## src/rtl/tmr_pkg.sv

```systemverilog
package tmr_pkg;

    typedef enum logic [1:0] {
        CM_WIDE13  = 2'b00,
        CM_FULL16  = 2'b01,
        CM_RELOAD8 = 2'b10,
        CM_SPLIT   = 2'b11
    } cnt_mode_e;

    localparam int ADDR_W = 3;

    localparam logic [ADDR_W-1:0] RA_CTRL = 3'd0;
    localparam logic [ADDR_W-1:0] RA_MODE = 3'd1;
    localparam logic [ADDR_W-1:0] RA_LO0  = 3'd2;
    localparam logic [ADDR_W-1:0] RA_HI0  = 3'd3;
    localparam logic [ADDR_W-1:0] RA_LO1  = 3'd4;
    localparam logic [ADDR_W-1:0] RA_HI1  = 3'd5;

    // Field offsets inside one timer's nibble of the mode byte
    localparam int MF_MODE = 0;
    localparam int MF_EXT  = 2;
    localparam int MF_GATE = 3;
    localparam int MF_SPAN = 4;

endpackage

```

## src/rtl/tmr_tick_gen.sv

```systemverilog
module tmr_tick_gen #(
    parameter int N_TMR    = 2,
    parameter int SLOW_DIV = 12,
    parameter int FAST_DIV = 4
) (
    input  logic             clk,
    input  logic             rst_n,
    input  logic [N_TMR-1:0] fast_sel,
    input  logic             turbo,
    output logic [N_TMR-1:0] tick
);
    localparam int SW = (SLOW_DIV > 1) ? $clog2(SLOW_DIV) : 1;
    localparam int FW = (FAST_DIV > 1) ? $clog2(FAST_DIV) : 1;
    localparam logic [SW-1:0] SLOW_LAST = SW'(SLOW_DIV - 1);
    localparam logic [FW-1:0] FAST_LAST = FW'(FAST_DIV - 1);

    logic [SW-1:0] slow_cnt;
    logic [FW-1:0] fast_cnt;
    logic          slow_tick;
    logic          fast_tick;

    assign slow_tick = (slow_cnt == SLOW_LAST);
    assign fast_tick = (fast_cnt == FAST_LAST);

    always_ff @(posedge clk or negedge rst_n) begin
        if (!rst_n) begin
            slow_cnt <= '0;
            fast_cnt <= '0;
        end else begin
            slow_cnt <= slow_tick ? '0 : slow_cnt + SW'(1);
            fast_cnt <= fast_tick ? '0 : fast_cnt + FW'(1);
        end
    end

    for (genvar i = 0; i < N_TMR; i++) begin : g_sel
        assign tick[i] = fast_sel[i] ? (turbo ? 1'b1 : fast_tick) : slow_tick;
    end

    if (SLOW_DIV > 1) begin : g_slow_chk
        // the standard tick never fires on two adjacent cycles
        a_r10_slow_spacing: assert property (@(posedge clk) disable iff (!rst_n)
            slow_tick |=> !slow_tick);
    end

endmodule

```

## src/rtl/tmr_pin_sync.sv

```systemverilog
module tmr_pin_sync #(
    parameter int  STAGES      = 2,
    parameter bit  DETECT_FALL = 1'b0
) (
    input  logic clk,
    input  logic rst_n,
    input  logic pin,
    output logic sig
);
    logic [STAGES-1:0] sync_q;
    logic              last_q;

    always_ff @(posedge clk or negedge rst_n) begin
        if (!rst_n) begin
            sync_q <= '1;
            last_q <= 1'b1;
        end else begin
            sync_q <= {sync_q[STAGES-2:0], pin};
            last_q <= sync_q[STAGES-1];
        end
    end

    if (DETECT_FALL) begin : g_fall
        assign sig = last_q & ~sync_q[STAGES-1];
        // an edge strobe lasts one cycle
        a_r6_single_strobe: assert property (@(posedge clk) disable iff (!rst_n)
            sig |=> !sig);
    end else begin : g_level
        assign sig = sync_q[STAGES-1];
    end

endmodule

```

## src/rtl/tmr_count_unit.sv

```systemverilog
module tmr_count_unit
    import tmr_pkg::*;
#(
    parameter int BYTE_W   = 8,
    parameter int LOW_W    = 5,
    parameter bit SPLIT_OK = 1'b1
) (
    input  logic              clk,
    input  logic              rst_n,
    input  cnt_mode_e         mode,
    input  logic              adv,
    input  logic              adv_hi,
    input  logic              wr_lo,
    input  logic              wr_hi,
    input  logic [BYTE_W-1:0] wr_data,
    output logic [BYTE_W-1:0] lo,
    output logic [BYTE_W-1:0] hi,
    output logic              ovf,
    output logic              ovf_hi
);
    localparam int NARROW_W = BYTE_W + LOW_W;
    localparam int WIDE_W   = 2 * BYTE_W;

    logic [NARROW_W-1:0] narrow_sum;
    logic [WIDE_W-1:0]   wide_sum;
    logic [BYTE_W-1:0]   lo_nxt;
    logic [BYTE_W-1:0]   hi_nxt;

    assign narrow_sum = {hi, lo[LOW_W-1:0]} + NARROW_W'(1);
    assign wide_sum   = {hi, lo} + WIDE_W'(1);

    // Next-count and overflow decode, one branch per mode state
    always_comb begin
        lo_nxt = lo;
        hi_nxt = hi;
        ovf    = 1'b0;
        ovf_hi = 1'b0;
        unique case (mode)
            CM_WIDE13: begin
                if (adv) begin
                    lo_nxt = {lo[BYTE_W-1:LOW_W], narrow_sum[LOW_W-1:0]};
                    hi_nxt = narrow_sum[NARROW_W-1:LOW_W];
                    ovf    = &{hi, lo[LOW_W-1:0]};
                end
            end
            CM_FULL16: begin
                if (adv) begin
                    {hi_nxt, lo_nxt} = wide_sum;
                    ovf              = &{hi, lo};
                end
            end
            CM_RELOAD8: begin
                if (adv) begin
                    if (&lo) begin
                        lo_nxt = hi;
                        ovf    = 1'b1;
                    end else begin
                        lo_nxt = lo + BYTE_W'(1);
                    end
                end
            end
            CM_SPLIT: begin
                if (SPLIT_OK) begin
                    if (adv) begin
                        lo_nxt = lo + BYTE_W'(1);
                        ovf    = &lo;
                    end
                    if (adv_hi) begin
                        hi_nxt = hi + BYTE_W'(1);
                        ovf_hi = &hi;
                    end
                end
            end
            default: begin
                lo_nxt = lo;
            end
        endcase
    end

    // Count registers: a software write to a byte takes precedence
    always_ff @(posedge clk or negedge rst_n) begin
        if (!rst_n) begin
            lo <= '0;
            hi <= '0;
        end else begin
            lo <= wr_lo ? wr_data : lo_nxt;
            hi <= wr_hi ? wr_data : hi_nxt;
        end
    end

    a_r2_wrap16: assert property (@(posedge clk) disable iff (!rst_n)
        (mode == CM_FULL16 && adv && (&{hi, lo}) && !wr_lo && !wr_hi)
        |=> (lo == '0 && hi == '0));

    a_r3_upper_kept: assert property (@(posedge clk) disable iff (!rst_n)
        (mode == CM_WIDE13 && !wr_lo)
        |=> (lo[BYTE_W-1:LOW_W] == $past(lo[BYTE_W-1:LOW_W])));

    a_r4_reload: assert property (@(posedge clk) disable iff (!rst_n)
        (mode == CM_RELOAD8 && adv && (&lo) && !wr_lo && !wr_hi)
        |=> (lo == $past(hi) && $stable(hi)));

    a_r11_write_wins: assert property (@(posedge clk) disable iff (!rst_n)
        wr_lo |=> (lo == $past(wr_data)));

    if (!SPLIT_OK) begin : g_halt_chk
        a_r8_split_halts: assert property (@(posedge clk) disable iff (!rst_n)
            (mode == CM_SPLIT && !wr_lo && !wr_hi) |=> ($stable(lo) && $stable(hi)));
    end

endmodule

```

## src/rtl/dual_tc.sv

```systemverilog
module dual_tc
    import tmr_pkg::*;
#(
    parameter int BYTE_W   = 8,
    parameter int LOW_W    = 5,
    parameter int SLOW_DIV = 12,
    parameter int FAST_DIV = 4,
    parameter int SYNC_LEN = 2
) (
    input  logic              clk,
    input  logic              rst_n,
    input  logic              wr_en,
    input  logic [2:0]        wr_addr,
    input  logic [BYTE_W-1:0] wr_data,
    input  logic [2:0]        rd_addr,
    output logic [BYTE_W-1:0] rd_data,
    input  logic [1:0]        fast_sel,
    input  logic              turbo,
    input  logic [1:0]        cnt_pin,
    input  logic [1:0]        gate_pin,
    input  logic [1:0]        int_ack,
    output logic [1:0]        ovf_flag,
    output logic              t1_ovf_pulse
);
    localparam int N_TMR  = 2;
    localparam int MODE_W = N_TMR * MF_SPAN;

    logic [N_TMR-1:0]  run_q;
    logic [N_TMR-1:0]  flag_q;
    logic [MODE_W-1:0] mode_q;
    logic              pulse_q;

    logic [N_TMR-1:0]  tick;
    logic [N_TMR-1:0]  pin_fall;
    logic [N_TMR-1:0]  gate_lvl;
    logic [N_TMR-1:0]  adv;
    logic [N_TMR-1:0]  ovf;
    logic [N_TMR-1:0]  ovf_hi;
    logic [N_TMR-1:0]  wr_lo;
    logic [N_TMR-1:0]  wr_hi;
    logic [N_TMR-1:0]  gate_ok;
    logic [N_TMR-1:0]  step_src;
    logic [N_TMR-1:0]  flag_set;
    logic [BYTE_W-1:0] lo_q [N_TMR];
    logic [BYTE_W-1:0] hi_q [N_TMR];
    cnt_mode_e         mode_t [N_TMR];

    logic ctrl_wr;
    logic mode_wr;
    logic split0;
    logic adv_hi0;

    assign ctrl_wr = wr_en && (wr_addr == RA_CTRL);
    assign mode_wr = wr_en && (wr_addr == RA_MODE);
    assign wr_lo   = {wr_en && (wr_addr == RA_LO1), wr_en && (wr_addr == RA_LO0)};
    assign wr_hi   = {wr_en && (wr_addr == RA_HI1), wr_en && (wr_addr == RA_HI0)};

    tmr_tick_gen #(
        .N_TMR   (N_TMR),
        .SLOW_DIV(SLOW_DIV),
        .FAST_DIV(FAST_DIV)
    ) u_tick (
        .clk     (clk),
        .rst_n   (rst_n),
        .fast_sel(fast_sel),
        .turbo   (turbo),
        .tick    (tick)
    );

    for (genvar i = 0; i < N_TMR; i++) begin : g_tmr
        tmr_pin_sync #(.STAGES(SYNC_LEN), .DETECT_FALL(1'b1)) u_cnt_sync (
            .clk  (clk),
            .rst_n(rst_n),
            .pin  (cnt_pin[i]),
            .sig  (pin_fall[i])
        );
        tmr_pin_sync #(.STAGES(SYNC_LEN), .DETECT_FALL(1'b0)) u_gate_sync (
            .clk  (clk),
            .rst_n(rst_n),
            .pin  (gate_pin[i]),
            .sig  (gate_lvl[i])
        );

        assign mode_t[i]   = cnt_mode_e'(mode_q[i*MF_SPAN+MF_MODE +: 2]);
        assign gate_ok[i]  = !mode_q[i*MF_SPAN+MF_GATE] || gate_lvl[i];
        assign step_src[i] = mode_q[i*MF_SPAN+MF_EXT] ? pin_fall[i] : tick[i];

        tmr_count_unit #(
            .BYTE_W  (BYTE_W),
            .LOW_W   (LOW_W),
            .SPLIT_OK(i == 0)
        ) u_cnt (
            .clk    (clk),
            .rst_n  (rst_n),
            .mode   (mode_t[i]),
            .adv    (adv[i]),
            .adv_hi ((i == 0) ? adv_hi0 : 1'b0),
            .wr_lo  (wr_lo[i]),
            .wr_hi  (wr_hi[i]),
            .wr_data(wr_data),
            .lo     (lo_q[i]),
            .hi     (hi_q[i]),
            .ovf    (ovf[i]),
            .ovf_hi (ovf_hi[i])
        );
    end

    // Run decisions; timer0 split borrows run1 for its high byte
    assign split0  = (mode_t[0] == CM_SPLIT);
    assign adv[0]  = run_q[0] && gate_ok[0] && step_src[0];
    assign adv[1]  = (split0 || run_q[1]) && gate_ok[1] && step_src[1];
    assign adv_hi0 = run_q[1] && tick[0];

    // The second unit never raises ovf_hi; it is folded in for symmetry
    assign flag_set[0] = ovf[0];
    assign flag_set[1] = (split0 ? ovf_hi[0] : ovf[1]) | ovf_hi[1];

    // Control and mode registers
    always_ff @(posedge clk or negedge rst_n) begin
        if (!rst_n) begin
            run_q  <= '0;
            mode_q <= '0;
        end else begin
            if (ctrl_wr) run_q  <= {wr_data[2], wr_data[0]};
            if (mode_wr) mode_q <= wr_data[MODE_W-1:0];
        end
    end

    // Flags: software write, then hardware set, then acknowledge clear
    for (genvar i = 0; i < N_TMR; i++) begin : g_flag
        always_ff @(posedge clk or negedge rst_n) begin
            if (!rst_n)           flag_q[i] <= 1'b0;
            else if (ctrl_wr)     flag_q[i] <= wr_data[2*i+1];
            else if (flag_set[i]) flag_q[i] <= 1'b1;
            else if (int_ack[i])  flag_q[i] <= 1'b0;
        end

        // an acknowledge with no competing event leaves the flag clear
        a_r9_ack_clears: assert property (@(posedge clk) disable iff (!rst_n)
            (int_ack[i] && !flag_set[i] && !ctrl_wr) |=> !flag_q[i]);
    end

    always_ff @(posedge clk or negedge rst_n) begin
        if (!rst_n) pulse_q <= 1'b0;
        else        pulse_q <= ovf[1];
    end

    assign ovf_flag     = flag_q;
    assign t1_ovf_pulse = pulse_q;

    // Register read mux
    always_comb begin
        rd_data = '0;
        unique case (rd_addr)
            RA_CTRL: rd_data = BYTE_W'({flag_q[1], run_q[1], flag_q[0], run_q[0]});
            RA_MODE: rd_data = BYTE_W'(mode_q);
            RA_LO0:  rd_data = lo_q[0];
            RA_HI0:  rd_data = hi_q[0];
            RA_LO1:  rd_data = lo_q[1];
            RA_HI1:  rd_data = hi_q[1];
            default: rd_data = '0;
        endcase
    end

    a_r7_split_hi_idle: assert property (@(posedge clk) disable iff (!rst_n)
        (split0 && !run_q[1] && !wr_hi[0]) |=> $stable(hi_q[0]));

    a_r12_pulse_with_flag: assert property (@(posedge clk) disable iff (!rst_n)
        (ovf[1] && !split0 && !ctrl_wr) |=> (t1_ovf_pulse && ovf_flag[1]));

endmodule

```

## config.mk

```make
export PLATFORM = sky130hd
export DESIGN_NAME = dual_tc
export DESIGN_NICKNAME = d
export VERILOG_FILES = /design/src/rtl/tmr_pkg.sv /design/src/rtl/tmr_tick_gen.sv /design/src/rtl/tmr_pin_sync.sv /design/src/rtl/tmr_count_unit.sv /design/src/rtl/dual_tc.sv
export SDC_FILE = /design/constraint.sdc
export NUM_CORES = 1
export LEC_CHECK = 0
export ABC_CLOCK_PERIOD_IN_PS = 5600
export BUFFER_PORTS_ARGS = -buffer_cell sky130_fd_sc_hd__buf_2
export CORE_MARGIN = 5
export CORE_UTILIZATION = 45
export DETAILED_ROUTE_END_ITERATION = 7
export HOLD_SLACK_MARGIN = 0.06
export RECOVER_POWER = 25
export SLEW_MARGIN = 20
export SYNTH_ARGS = -nofsm -noshare
export SYNTH_HDL_FRONTEND = slang
export SYNTH_SLANG_ARGS = --single-unit
export TNS_END_PERCENT = 10
```

## constraint.sdc

```tcl
create_clock -name clk -period 5.6 [get_ports clk]
set_input_delay 0 -clock clk [delete_from_list [all_inputs] [get_ports clk]]
set_output_delay 0 -clock clk [all_outputs]
set_load 0.01 [all_outputs]
```

==> reports/metrics.cfg <==
[placement]
portBuffers = 36
hpwlAfterDp_mm = 9.99
routabilityCongestion = 0.944

[logic_synthesis]
synth_cell_type_count = 64
yosys_warnings = 0
syn_nets = 558
synth_edf_count = 0
ys.flop_type = dfrtp_1
synthesis.area_mm2 = 0.00440
ys_ff_latch = 61
ys_seq_area_share_pct = 35.0
synthCells = 516
avgSynthCellArea_um2 = 8.52
synthArstFlopShare_pct = 100

[timing]
setup_tns_ns = 0
fmax_mhz = 294
fin_crit_ns = 3.40
rsz0062_at_grt = no
finalMaxSlewViolations = 62
skew_ns = 0.00749
hold_viol = 0
slew_headroom_pct = -131
worst_slew_pin_slew_ns = 3.46
finalCritPeriodShare_pct = 60.8
setup_viol_count_final = 0

[clock_tree]
ctsLongestPathBuffers = 2
cts.htree.levels = 3
cts_tree = done
cts-root-buf = clkbuf_8
post-cts-setup-buffer-count = 0
numCtsBuffers = 9
hold_buffers = 13
clk_pin_slew_ns = 0.08
cts_resized = 0
clkSinkCount = 61
clk_latency_ns = 0.35

[routing]
ant_nets = 0
drtIter0Drc = 367
avgRoutedWirePerCell_um = 20.1
viasPerCell = 6.20
vias = 4269
route.detailed.drc = 0
first_pass_iters = 5
drt_wl_total_mm = 13.9

[pwr]
intPower_uw = 953
power_density_mw_per_mm2 = 340
combPwrFrac_pct = 35.4
p_clk_share_pct = 20.4
p_sw_uw = 724
power_uw = 1680
cellLeakagePower_uw = 0.00196
p_seq_share_pct = 44.2
switching_share_pct = 43.2
vdd_drop_max_mv = 0.190

[flow_run]
drv_cap = 1

[run_status]
status = finished, violations left
violations = max-capacitance violations, max-slew violations

[finish]
drive_gt1_share_pct = 13.1
final_util_pct = 51.2
multi_input_area_mm2 = 0.00266
area_growth_pct = 12.4
seq_area_mm2 = 0.00154
final_nets = 593
diodes = 0
fillers = 934

[setup_path]
reg2reg_slack_ns = 2.98
crit_type = in -> async
critPathMaxFanout = 61
arrival_ns = 3.07
reg2reg_to = g_tmr[0].u_cnt.hi[6]$_DFFE_PN0P_
r2r_start = u_tick.fast_cnt[0]$_DFF_PN0_
cp-start-kind = primary input
cp-end-kind = asynchronous set/reset pin
reg2reg_depth = 6
crit_required_ns = 5.27

[min_path]
min_to = ovf_flag[0]$_DFFE_PN0P_
worstHoldStart = int_ack[0]
hold_depth = 3
hp-class = in -> reg

[global_routing]
grt_pass1_wl_mm = 22.1
grt.total_usage_pct = 24.5
grt_max_degree = 62
grt_pass1_vias = 4054
grt_overflow_total = 0
antenna_found_initial = 0

[floorplan]
die_w_um = 109
die-area_mm2 = 0.0118
ios = 37
core_area_mm2 = 0.00964
start_util_pct = 45.6
die_h_um = 109
fp-row-count = 36

==> cells by family after synthesis <==
| logic type | share of synthesized area, % |
|---|---|
| AND/OR/NAND/NOR | 25.6 |
| AO/OA/AOI/OAI | 23.5 |
| flip-flops | 35.0 |
| buffers and inverters | 4.38 |
| multiplexers | 5.98 |
| adder cells (fa/ha/maj) | 4.55 |
| XOR/XNOR | 0.996 |
==> per-layer routing <==
| layer | track usage [%] | share of wire [%] | vias to the layer above |
|---|---|---|---|
| met5 | 0 | 0 | - |
| met4 | 7.03 | 1.7 | 0 |
| met3 | 4.32 | 8.7 | 21 |
| met2 | 36.7 | 43 | 185 |
| met1 | 36.1 | 46 | 2038 |
| li1 | - | - | 2025 |
==> power by group through the flow <==
stage	Sequential [uW]	Clock [uW]	Combinational (uW)
5_1_grt	755	371	664
3_3_place_gp	741	0	567
2_1_floorplan	615	0	513
6_report	741	342	594
4_1_cts	734	347	590
3_5_place_dp	742	0	580
==> layout by cell type, fill, tap and decap left out, types with 8 or more instances in the layout <==
master,n
ha_1,16
nor2b_1,15
clkbuf_8,9
a21oi_1,22
o21ai_0,23
a31oi_1,10
buf_2,32
nand2_1,60
nor2_1,42
nand4_1,9
dlygate4sd3_1,13
dfstp_2,9
nor3_1,13
dfrtp_1,51
inv_1,23
nand3_1,23
mux2i_1,15
o211ai_1,8
a221oi_1,8
mux2_2,10
o31ai_1,11
==> cells in the mapped netlist, types with 5 or more instances <==
cell      number  area, um2
and4_1         7       61.3
nand2b_1       6       37.5
o21ai_0       23        115
a22oi_1        6       45.0
a21oi_1       22        110
mux2_2        10        113
ha_1          16        200
a32oi_1        7       61.3
clkbuf_1      25       93.8
nand3_1       23        115
nand2_1       60        225
a31oi_1       10       62.6
nand4_1        9       56.3
o31ai_1       11       82.6
and3_1         5       31.3
mux2i_1       15        150
inv_1         23       86.3
nor2b_1       15       93.8
o211ai_1       8       60.1
nand3b_1       5       37.5
nor3b_1        5       37.5
dfstp_2       10        263
dfrtp_1       51       1280
a221oi_1       8       70.1
nor3_1        13       65.1
nor2_1        42        158
==> per-stage QoR <==
stage / hold WS, ns / worst slack (ns) / cell area [um2] / std cells
6_report: 0.0829 / 2.20 / 4940 / 689
5_1_grt: 0.0867 / 1.42 / 4940 / 689
4_1_cts: 0.0815 / 2.94 / 4950 / 689
3_5_place_dp: 0.106 / 3.00 / 4660 / 660
3_3_place_gp: 0.107 / 3.09 / 4660 / 660
2_1_floorplan: -0.296 / 3.48 / 4400 / 516
==> sequential cells by signal, indices dropped and copies added (netlist names) <==
| signal | flops |
|---|---|
| mode_q | 8 |
| u_tick.fast_cnt | 2 |
| ovf_flag | 2 |
| u_tick.slow_cnt | 4 |
| g_tmr.u_cnt.lo | 16 |
| g_tmr.u_cnt.hi | 16 |
| g_tmr.u_cnt_sync.last_q | 2 |
| g_tmr.u_gate_sync.sync_q | 4 |
| t1_ovf_pulse | 1 |
| g_tmr.u_cnt_sync.sync_q | 4 |
| run_q | 2 |
==> worst max-delay path by stage <==
stage                                       startpoint                               end  slack, ns  cells past startpoint
after floorplan           u_tick.fast_cnt[0]$_DFF_PN0_  g_tmr[0].u_cnt.lo[2]$_DFFE_PN0P_       3.48                      5
after global placement    u_tick.fast_cnt[0]$_DFF_PN0_  g_tmr[0].u_cnt.hi[5]$_DFFE_PN0P_       3.09                      6
after detailed placement  u_tick.fast_cnt[0]$_DFF_PN0_  g_tmr[0].u_cnt.hi[6]$_DFFE_PN0P_       3.00                      6
after CTS                 u_tick.fast_cnt[0]$_DFF_PN0_  g_tmr[0].u_cnt.hi[6]$_DFFE_PN0P_       2.94                      6
after global routing                             rst_n  g_tmr[0].u_cnt.lo[3]$_DFFE_PN0P_       1.42                      3
final                                            rst_n  g_tmr[0].u_cnt.hi[1]$_DFFE_PN0P_       2.20                      3
==> worst max-delay path: stages <==
cell and delay, ns:
dlygate4sd3_1 0.52, buf_2 0.09, clkbuf_1 2.42
==> cell type report <==
type / instances / share of cell area, %
Tap cell: 133 / 3.37
Clock inverter: 5 / 0.557
Timing Repair Buffer: 52 / 6.56
Inverter: 23 / 1.75
Multi-Input combinational cell: 404 / 53.9
Clock buffer: 11 / 2.66
Sequential cell: 61 / 31.2
Power figures use the tool's default switching activity.
